## src/rtl/bus_dec_pkg.sv

```systemverilog
`timescale 1ns/1ps
package bus_dec_pkg;

    localparam int DEF_ADDR_W = 12;
    localparam int DEF_DATA_W = 16;
    localparam int DEF_PORT_W = 8;

    typedef enum logic [0:0] {
        SPACE_MEM = 1'b0,
        SPACE_IO  = 1'b1
    } space_e;

    typedef struct packed {
        logic   rd;
        logic   wr;
        space_e space;
    } bus_cmd_t;

    // Mask of w low ones, saturating at 64 bits.
    function automatic logic [63:0] low_ones(input int w);
        if (w >= 64) return '1;
        return (64'(1) << w) - 64'(1);
    endfunction

    function automatic logic strobe_of(input bus_cmd_t c);
        return c.rd | c.wr;
    endfunction

endpackage

```

## src/rtl/mem_window_match.sv

```systemverilog
`timescale 1ns/1ps
module mem_window_match
    import bus_dec_pkg::*;
#(
    parameter int               ADDR_W = DEF_ADDR_W,
    parameter logic [ADDR_W-1:0] BASE  = '0,
    parameter logic [ADDR_W:0]   SIZE  = '0
) (
    input  logic [ADDR_W-1:0] addr,
    input  bus_cmd_t          cmd,
    output logic              hit,
    output logic [ADDR_W-1:0] offset
);
    localparam logic [ADDR_W:0] LO = {1'b0, BASE};
    localparam logic [ADDR_W:0] HI = LO + SIZE;

    logic [ADDR_W:0] addr_ext;
    logic            in_win;

    always_comb begin
        addr_ext = {1'b0, addr};
        in_win   = (addr_ext >= LO) && (addr_ext < HI);
        hit      = in_win && (cmd.space == SPACE_MEM) && strobe_of(cmd);
        offset   = hit ? (addr - BASE) : '0;
    end
endmodule

```

## src/rtl/port_match.sv

```systemverilog
`timescale 1ns/1ps
module port_match
    import bus_dec_pkg::*;
#(
    parameter int               PORT_W = DEF_PORT_W,
    parameter logic [PORT_W-1:0] PORT  = '0
) (
    input  logic [PORT_W-1:0] port_addr,
    input  bus_cmd_t          cmd,
    output logic              hit
);
    always_comb begin
        hit = (port_addr == PORT) && (cmd.space == SPACE_IO) && strobe_of(cmd);
    end
endmodule

```

## src/rtl/rdata_steer.sv

```systemverilog
`timescale 1ns/1ps
module rdata_steer #(
    parameter int N_SLV  = 5,
    parameter int DATA_W = 16
) (
    input  logic                    rd,
    input  logic [N_SLV-1:0]        claim,
    input  logic [N_SLV*DATA_W-1:0] slot_rdata,
    output logic [DATA_W-1:0]       rdata,
    output logic                    any_claim
);
    logic [DATA_W-1:0] pick;

    // Ascending scan: a later (higher) slot overwrites earlier ones.
    always_comb begin
        pick = '0;
        for (int i = 0; i < N_SLV; i++) begin
            if (claim[i]) pick = slot_rdata[i*DATA_W +: DATA_W];
        end
        any_claim = |claim;
        rdata     = rd ? pick : '0;
    end
endmodule

```

## src/rtl/decode_err_reg.sv

```systemverilog
`timescale 1ns/1ps
module decode_err_reg (
    input  logic clk,
    input  logic rst,
    input  logic rd,
    input  logic any_claim,
    output logic err
);
    always_ff @(posedge clk) begin
        if (rst) err <= 1'b0;
        else     err <= rd & ~any_claim;
    end
endmodule

```

## src/rtl/bus_decoder.sv

```systemverilog
`timescale 1ns/1ps
module bus_decoder
    import bus_dec_pkg::*;
#(
    parameter int ADDR_W = DEF_ADDR_W,
    parameter int DATA_W = DEF_DATA_W,
    parameter int PORT_W = DEF_PORT_W,
    parameter int N_MEM  = 2,
    parameter int N_IO   = 3,
    parameter logic [N_MEM*ADDR_W-1:0]     MEM_BASE = {12'h700, 12'h000},
    parameter logic [N_MEM*(ADDR_W+1)-1:0] MEM_SIZE = {13'h0200, 13'h0800},
    parameter logic [N_MEM*8-1:0]          MEM_DW   = {8'd8, 8'd16},
    parameter logic [N_IO*PORT_W-1:0]      PORT_NUM = {8'hFE, 8'hFF, 8'hFE},
    localparam int N_SLV = N_MEM + N_IO
) (
    input  logic                    clk,
    input  logic                    rst,
    input  logic [ADDR_W-1:0]       m_addr,
    input  logic                    m_rd,
    input  logic                    m_wr,
    input  logic                    m_io,
    input  logic [DATA_W-1:0]       m_wdata,
    output logic [DATA_W-1:0]       m_rdata,
    output logic                    m_dec_err,
    output logic [N_SLV-1:0]        s_sel,
    output logic [N_SLV-1:0]        s_we,
    output logic [N_SLV*ADDR_W-1:0] s_offset,
    output logic [N_SLV*DATA_W-1:0] s_wdata,
    input  logic [N_SLV*DATA_W-1:0] s_rdata
);
    bus_cmd_t         cmd;
    logic [N_SLV-1:0] claim;
    logic             any_claim;

    always_comb begin
        cmd.rd    = m_rd;
        cmd.wr    = m_wr;
        cmd.space = m_io ? SPACE_IO : SPACE_MEM;
    end

    for (genvar m = 0; m < N_MEM; m++) begin : g_mem
        localparam logic [ADDR_W-1:0] BASE_M = MEM_BASE[m*ADDR_W +: ADDR_W];
        localparam logic [ADDR_W:0]   SIZE_M = MEM_SIZE[m*(ADDR_W+1) +: ADDR_W+1];
        localparam int                DW_M   = int'(MEM_DW[m*8 +: 8]);
        localparam logic [DATA_W-1:0] WMASK  = DATA_W'(low_ones(DW_M));

        mem_window_match #(
            .ADDR_W (ADDR_W),
            .BASE   (BASE_M),
            .SIZE   (SIZE_M)
        ) u_win (
            .addr   (m_addr),
            .cmd    (cmd),
            .hit    (claim[m]),
            .offset (s_offset[m*ADDR_W +: ADDR_W])
        );

        assign s_wdata[m*DATA_W +: DATA_W] = m_wdata & WMASK;
    end

    for (genvar p = 0; p < N_IO; p++) begin : g_port
        localparam int S = N_MEM + p;

        port_match #(
            .PORT_W (PORT_W),
            .PORT   (PORT_NUM[p*PORT_W +: PORT_W])
        ) u_port (
            .port_addr (m_addr[PORT_W-1:0]),
            .cmd       (cmd),
            .hit       (claim[S])
        );

        assign s_offset[S*ADDR_W +: ADDR_W] = '0;
        assign s_wdata[S*DATA_W +: DATA_W]  = m_wdata;
    end

    assign s_sel = claim;
    assign s_we  = claim & {N_SLV{m_wr}};

    rdata_steer #(
        .N_SLV  (N_SLV),
        .DATA_W (DATA_W)
    ) u_steer (
        .rd         (m_rd),
        .claim      (claim),
        .slot_rdata (s_rdata),
        .rdata      (m_rdata),
        .any_claim  (any_claim)
    );

    decode_err_reg u_err (
        .clk       (clk),
        .rst       (rst),
        .rd        (m_rd),
        .any_claim (any_claim),
        .err       (m_dec_err)
    );
endmodule

```

## config.mk

```make
export PLATFORM = sky130hd
export DESIGN_NAME = bus_decoder
export DESIGN_NICKNAME = d
export VERILOG_FILES = /design/src/rtl/bus_dec_pkg.sv /design/src/rtl/mem_window_match.sv /design/src/rtl/port_match.sv /design/src/rtl/rdata_steer.sv /design/src/rtl/decode_err_reg.sv /design/src/rtl/bus_decoder.sv
export SDC_FILE = /design/constraint.sdc
export NUM_CORES = 1
export LEC_CHECK = 0
export ABC_AREA = 1
export CORE_AREA = 2 2 107 109
export CTS_CLUSTER_SIZE = 12
export DETAILED_ROUTE_END_ITERATION = 8
export DIE_AREA = 0 0 109 111
export PLACE_DENSITY = 0.7
export SLEW_MARGIN = 25
export SYNTH_ARGS = -nofsm -noshare
export SYNTH_HDL_FRONTEND = slang
export SYNTH_SLANG_ARGS = --single-unit
```

## constraint.sdc

```tcl
create_clock -name clk -period 1.75 [get_ports clk]
set_clock_uncertainty 0.15 [all_clocks]
set_input_delay 0.175 -clock clk [delete_from_list [all_inputs] [get_ports clk]]
set_output_delay 0.175 -clock clk [all_outputs]
set_load 0.1 [all_outputs]
```

==> out/qor.log, run 1 <==
qor: floorplan.boundaryPins 280
qor: finish.finalNetCount 553
qor: logic_synthesis.synth_cells 341
qor: flow_run.drv.max_cap_violation_count 0
qor: critical_path.timing.critical_path.max_delay_family buffers and inverters
qor: timing.unrepaired_setup_endpoints_after_global_routing yes
qor: finish.largest_register_by_flop_count u_err.err
qor: global_routing.antenna_violations_before_repair 0
qor: detailed_routing.vias 2500
qor: finish.finish.cell_count_without_fillers 579
qor: finish.final_util 0.422
qor: logic_synthesis.combined_area_of_all_synthesized_cells 2090 um^2
qor: detailed_routing.drt-initial-drc-count 134
qor: timing.final-max-slew-violation-count 0
qor: power_and_ir_drop.vdd_ir_drop_max 157 uV
qor: logic_synthesis.yosysUniqueCellTypes 26
qor: critical_path.critPathKind in -> out
qor: critical_path.timing.critical_path.cells buf_8 -> nor2_4 -> buf_12 -> nor2_8 -> buf_6 -> buf_12 -> nand4_1 -> nand2_4 -> nor2_4 -> nor2_4 -> buf_12
qor: logic_synthesis.yosys.area.top_type_share 0.445
qor: placed_design.dpl.hpwl 7.06 mm
qor: worst_hold_path.hold_depth 0
qor: logic_synthesis.synthesis.area_per_instance 6.13 um^2
qor: placed_design.dp_cells 552
qor: finish.top_regs u_err.err (1)
qor: placed_design.gpl.final_weighted_congestion 0.743
qor: power_and_ir_drop.finalPower 0.00151 W
qor: logic_synthesis.synthFlopType dfxtp_1
qor: timing.fin_crit 1.74 ns
qor: timing.timing.final.setup_violations 0
qor: critical_path.cp_num_cells 11
qor: logic_synthesis.synth_largest_area_cell buf_4
qor: critical_path.timing.critical_path.slowest_stage_cell buf_12
qor: detailed_routing.avgViaCountPerCell 4.32
qor: detailed_routing.avgRoutedWirePerCell 17.7 um
qor: floorplan.placement_rows 39
qor: timing.timing.final.crit_share 0.996
qor: floorplan.die_outline_height 111 um
qor: finish.largest_register_ffs 1
qor: detailed_routing.routed_wirelength 10.3 mm
qor: clocking.cts_hold_buffers 0
qor: global_routing.total_global_routing_track_utilization 0.156
qor: outcome.run_status complete, no violations
qor: timing.fmax 574 MHz
qor: worst_hold_path.timing.hold.worst.class in -> out
qor: global_routing.grt_first_pass_wirelength 14.5 mm
qor: logic_synthesis.synth_seq_cells 1
qor: logic_synthesis.yosys-top-cells-area buf_4, nand4_1, nor2_1, nand2_1, o21ai_1
qor: detailed_routing.final_antenna_net_count 0
qor: finish.area_delta_synth_final 124%
qor: timing.holdWs 0.200 ns
qor: finish.layout-drive-gt1-share 0.564
qor: floorplan.starting_density_of_the_core 0.189
qor: placed_design.numPortBuffers 130
qor: finish.mostFrequentLayoutCell clkdlybuf4s50_1
qor: logic_synthesis.synth_warnings 0
qor: critical_path.critical_path_required 1.42 ns
qor: detailed_routing.drt_pass1_iterations 4
qor: critical_path.max_stage_delay 0.18 ns
qor: logic_synthesis.synth-edff-count 0
qor: power_and_ir_drop.power.leakage 2.01 nW
qor: global_routing.first_global_vias 2593
qor: critical_path.worstPathBufferInverterCount 5
qor: critical_path.worst-endpoint-arrival 1.42 ns
qor: global_routing.overflow 0
qor: floorplan.die_area 12100 um^2
qor: timing.final_hold_viol_count 0
qor: global_routing.grt_start_max_net_pins 18
qor: critical_path.timing.critical_path.from_type input port
qor: logic_synthesis.postSynth.asyncResetShare 0
qor: detailed_routing.drc 0
qor: floorplan.core 11100 um^2
qor: finish.layout_common_cells clkdlybuf4s50_1, buf_12, nor2_4, nand4_1, conb_1
qor: critical_path.cp-end-kind primary output
qor: critical_path.critPathMaxFanout 5
qor: floorplan.fp.dieW 109 um
qor: logic_synthesis.synth_sequential_area_ratio 0.00957
qor: finish.antenna_cells 0
qor: power_and_ir_drop.cellPowerDensity 323 nW/um^2
==> synthesized netlist by cell type (2+ instances only) <==
cell type	number
buf_4	124
nor2_1	57
nand4_1	48
nand2_1	39
inv_1	16
o21ai_1	16
buf_6	7
nand2_2	5
buf_2	4
clkbuf_1	3
nor2_8	3
ha_1	2
inv_2	2
nor2_2	2
nor2_4	2
==> where the power goes <==
part	leakage (nW)	internal [W]	switching, W
combinational	2.01	0.000480	0.00101
sequential	0.00828	0.0000247	0.00000126
clock	0	0	0
total	2.01	0.000505	0.00101
==> timing repair <==
action / CTS / global route
pin swaps: 24 / 23
endpoints found under the hold margin: 0 / 0
setup endpoints to repair: 50 / 39
resized for setup: 136 / 50
gates cloned: 9 / 3
buffers inserted: 16 / 1
==> path summary, 6_finish.rpt <==
path	from	end
worst max-delay path	m_rd	m_rdata[1]
worst min-delay path	m_wdata[0]	s_wdata[0]
==> stage by stage <==
step                instance area, um^2  setup TNS [ns]  setup slack [ns]
floorplan                          2590           -1.96            -0.310
global placement                   3870          -19.43            -0.557
detailed placement                 3870          -20.19            -0.588
CTS                                4460               0          0.000999
global route                       4680          -0.526           -0.0618
finish                             4680               0           0.00662
==> logic make-up (layout without fill, tap and decap cells) <==
group / count (synthesis) / in the layout / share of synthesized area
DFF: 1 / 1 / 0.00957
and+or+nand+nor: 160 / 162 / 0.393
adders and majority gates: 2 / 2 / 0.0120
buffers and inverters: 158 / 207 / 0.533
other: 1 / 45 / 0.00179
AOI/OAI and AO/OA: 19 / 19 / 0.0502
==> per-layer routing <==
layer	vias up	wire length, um	GRT usage
li1	1145	-	-
met1	1197	3860	0.182
met2	131	5660	0.299
met3	27	545	0.0159
met4	0	191	0.0342
met5	-	0	0
==> area by class of cell <==
type | instances | area (um^2)
fill | 1071 | 6400
inverter | 19 | 71.3
multi-input combinational | 228 | 1850
sequential | 1 | 20.0
tap | 143 | 179
timing repair buffer | 188 | 2560
Power figures use the tool's default switching activity.
==> inputs of run 2 (changes only) <==
ABC_AREA = unset   (was 1)
CORE_AREA = 2 2 108 110   (was 2 2 107 109)
DIE_AREA = 0 0 110 112   (was 0 0 109 111)
PLACE_DENSITY = 0.67   (was 0.7)
==> run 2 against run 1 <==
The run now ends with negative setup slack left. Combinational power decreased by 6%. Critical path depth down 1. Maximum frequency shrank 13%. Critical path type unchanged. Critical endpoint is now m_rdata[2]. Largest power group unchanged.
==> out/qor.log, run 2 <==
qor: global_routing.first_global_vias 1947
qor: timing.holdWs 0.200 ns
qor: global_routing.grt_start_max_net_pins 13
qor: critical_path.timing.critical_path.slowest_stage_cell a221o_2
qor: power_and_ir_drop.power.leakage 1.73 nW
qor: timing.postLayoutSetupSlackWorst -0.247 ns
qor: finish.mostFrequentLayoutCell clkdlybuf4s50_1
qor: logic_synthesis.yosysUniqueCellTypes 36
qor: outcome.failed_checks negative setup slack
qor: critical_path.critPathMaxFanout 7
qor: logic_synthesis.postSynth.asyncResetShare 0
qor: finish.finalNetCount 481
qor: critical_path.critPathKind in -> out
qor: critical_path.timing.critical_path.max_delay_family buffers and inverters
qor: timing.timing.final.setup_violations 31
qor: logic_synthesis.synth-edff-count 0
qor: placed_design.dpl-instance-area 3710 um^2
qor: timing.timing.final.crit_share 1.14
qor: power_and_ir_drop.cellPowerDensity 349 nW/um^2
qor: detailed_routing.routed_wirelength 7.50 mm
qor: power_and_ir_drop.finalPower 0.00142 W
qor: outcome.run_status finished, violations left
qor: timing.unrepaired_setup_endpoints_after_global_routing yes
qor: floorplan.boundaryPins 280
qor: detailed_routing.avgViaCountPerCell 3.87
qor: flow_run.drv.max_cap_violation_count 0
qor: global_routing.overflow 0
qor: detailed_routing.drt_pass1_iterations 7
qor: critical_path.cp-end-kind primary output
qor: floorplan.fp.dieW 110 um
qor: logic_synthesis.synth_common_cells buf_4, and2_1, nand2_1
qor: logic_synthesis.synth_warnings 0
qor: floorplan.starting_density_of_the_core 0.173
qor: logic_synthesis.synth_largest_area_cell buf_4
qor: logic_synthesis.yosys.area.top_type_share 0.478
qor: placed_design.dpl.hpwl 5.94 mm
qor: finish.largest_register_ffs 1
qor: floorplan.placement_rows 39
qor: placed_design.gpl.final_weighted_congestion 0.792
qor: timing.fmax 501 MHz
qor: logic_synthesis.synth_sequential_area_ratio 0.0104
qor: clocking.cts_hold_buffers 0
qor: global_routing.antenna_violations_before_repair 1
qor: logic_synthesis.synthFlopType dfxtp_1
qor: critical_path.critical-path-top-cell-by-count buf_12
qor: finish.layout-drive-gt1-share 0.574
qor: finish.antenna_cells 0
qor: finish.area_delta_synth_final 110%
qor: critical_path.critical_path_required 1.42 ns
qor: detailed_routing.avgRoutedWirePerCell 14.8 um
qor: logic_synthesis.combined_area_of_all_synthesized_cells 1930 um^2
qor: finish.layout_common_cells clkdlybuf4s50_1, buf_12, conb_1, buf_4, buf_6
qor: logic_synthesis.synth_seq_cells 1
qor: timing.final_hold_viol_count 0
qor: critical_path.timing.critical_path.cells buf_12 -> inv_12 -> ha_4 -> a22oi_4 -> buf_4 -> buf_6 -> nor3_4 -> buf_12 -> a221o_2 -> buf_12
qor: critical_path.worstPathBufferInverterCount 6
qor: floorplan.die_outline_height 112 um
qor: critical_path.worst-endpoint-arrival 1.67 ns
qor: placed_design.numPortBuffers 130
qor: timing.fin_setup_tns -5.08 ns
qor: detailed_routing.final_antenna_net_count 0
qor: floorplan.core 11200 um^2
qor: global_routing.grt_first_pass_wirelength 10.2 mm
qor: critical_path.timing.critical_path.from_type input port
qor: floorplan.die_area 12300 um^2
qor: finish.top_regs u_err.err (1)
qor: detailed_routing.vias 1960
qor: critical_path.max_stage_delay 0.40 ns
qor: logic_synthesis.synth_cells 259
qor: timing.final-max-slew-violation-count 0
qor: power_and_ir_drop.vdd_ir_drop_max 219 uV
qor: global_routing.total_global_routing_track_utilization 0.104
qor: detailed_routing.drt-initial-drc-count 153
qor: logic_synthesis.yosys-top-cells-area buf_4, and2_1, mux2_2, a221o_1, a222oi_1
qor: finish.finalInstanceArea 4050 um^2
qor: detailed_routing.drc 0
qor: timing.fin_crit 2.00 ns
qor: logic_synthesis.synthesis.area_per_instance 7.46 um^2
qor: logic_synthesis.yosysMostFrequentCell buf_4
qor: finish.largest_register_by_flop_count u_err.err
qor: worst_hold_path.timing.hold.worst.class in -> out
==> run 2: logic make-up (layout without fill, tap and decap cells) <==
kind of cell / Yosys count / after routing / share of synthesized area
AOI/OAI and AO/OA: 36 / 36 / 0.167
xor gates and xnor gates: 1 / 1 / 0.00453
adders and majority gates: 2 / 2 / 0.0129
buffers and inverters: 139 / 200 / 0.531
DFF: 1 / 1 / 0.0104
muxes: 13 / 13 / 0.0757
other: 1 / 45 / 0.00194
and+or+nand+nor: 66 / 66 / 0.196
==> run 2: area by class of cell <==
class	instances	area [um^2]
Inverter	5	43.8
Multi-Input combinational cell	163	1370
Timing Repair Buffer	195	2440
Sequential cell	1	20.0
Fill cell	1088	7120
Tap cell	143	179
==> run 2: per-stage QoR <==
stage,utilization,std cells,worst slack (ns)
after floorplan,-,303,-0.381
after global placement,0.332,489,-0.791
after detailed placement,0.332,489,-0.806
after CTS,0.346,499,-0.329
after global routing,0.363,507,-0.308
final,0.363,507,-0.247
==> run 2: path summary, 6_finish.rpt <==
| check | slack [ns] | cells after the start | end | start |
|---|---|---|---|---|
| worst max-delay path | -0.25 | 10 | m_rdata[2] | m_addr[8] |
| worst min-delay path | 0.20 | 0 | s_wdata[14] | m_wdata[14] |
==> run 2: layer usage <==
| metal | GRT usage | wire (um) | vias up |
|---|---|---|---|
| met5 | 0 | 13 | - |
| met4 | 0.0152 | 109 | 2 |
| met3 | 0.0287 | 813 | 26 |
| met2 | 0.208 | 4100 | 105 |
| met1 | 0.107 | 2460 | 908 |
| li1 | - | - | 919 |
==> run 2: report_power, final <==
part,switching (W),internal (W),total (W)
Sequential,0.00000108,0.0000247,0.0000258
Clock,0,0,0
Combinational,0.000904,0.000486,0.00139
Total,0.000905,0.000511,0.00142
==> run 2: repair_timing <==
action / in CTS / in global routing
setup buffers: 13 / 10
cloned: 1 / 1
pin swaps: 27 / 17
setup endpoints to repair: 50 / 37
gates resized for setup: 78 / 47
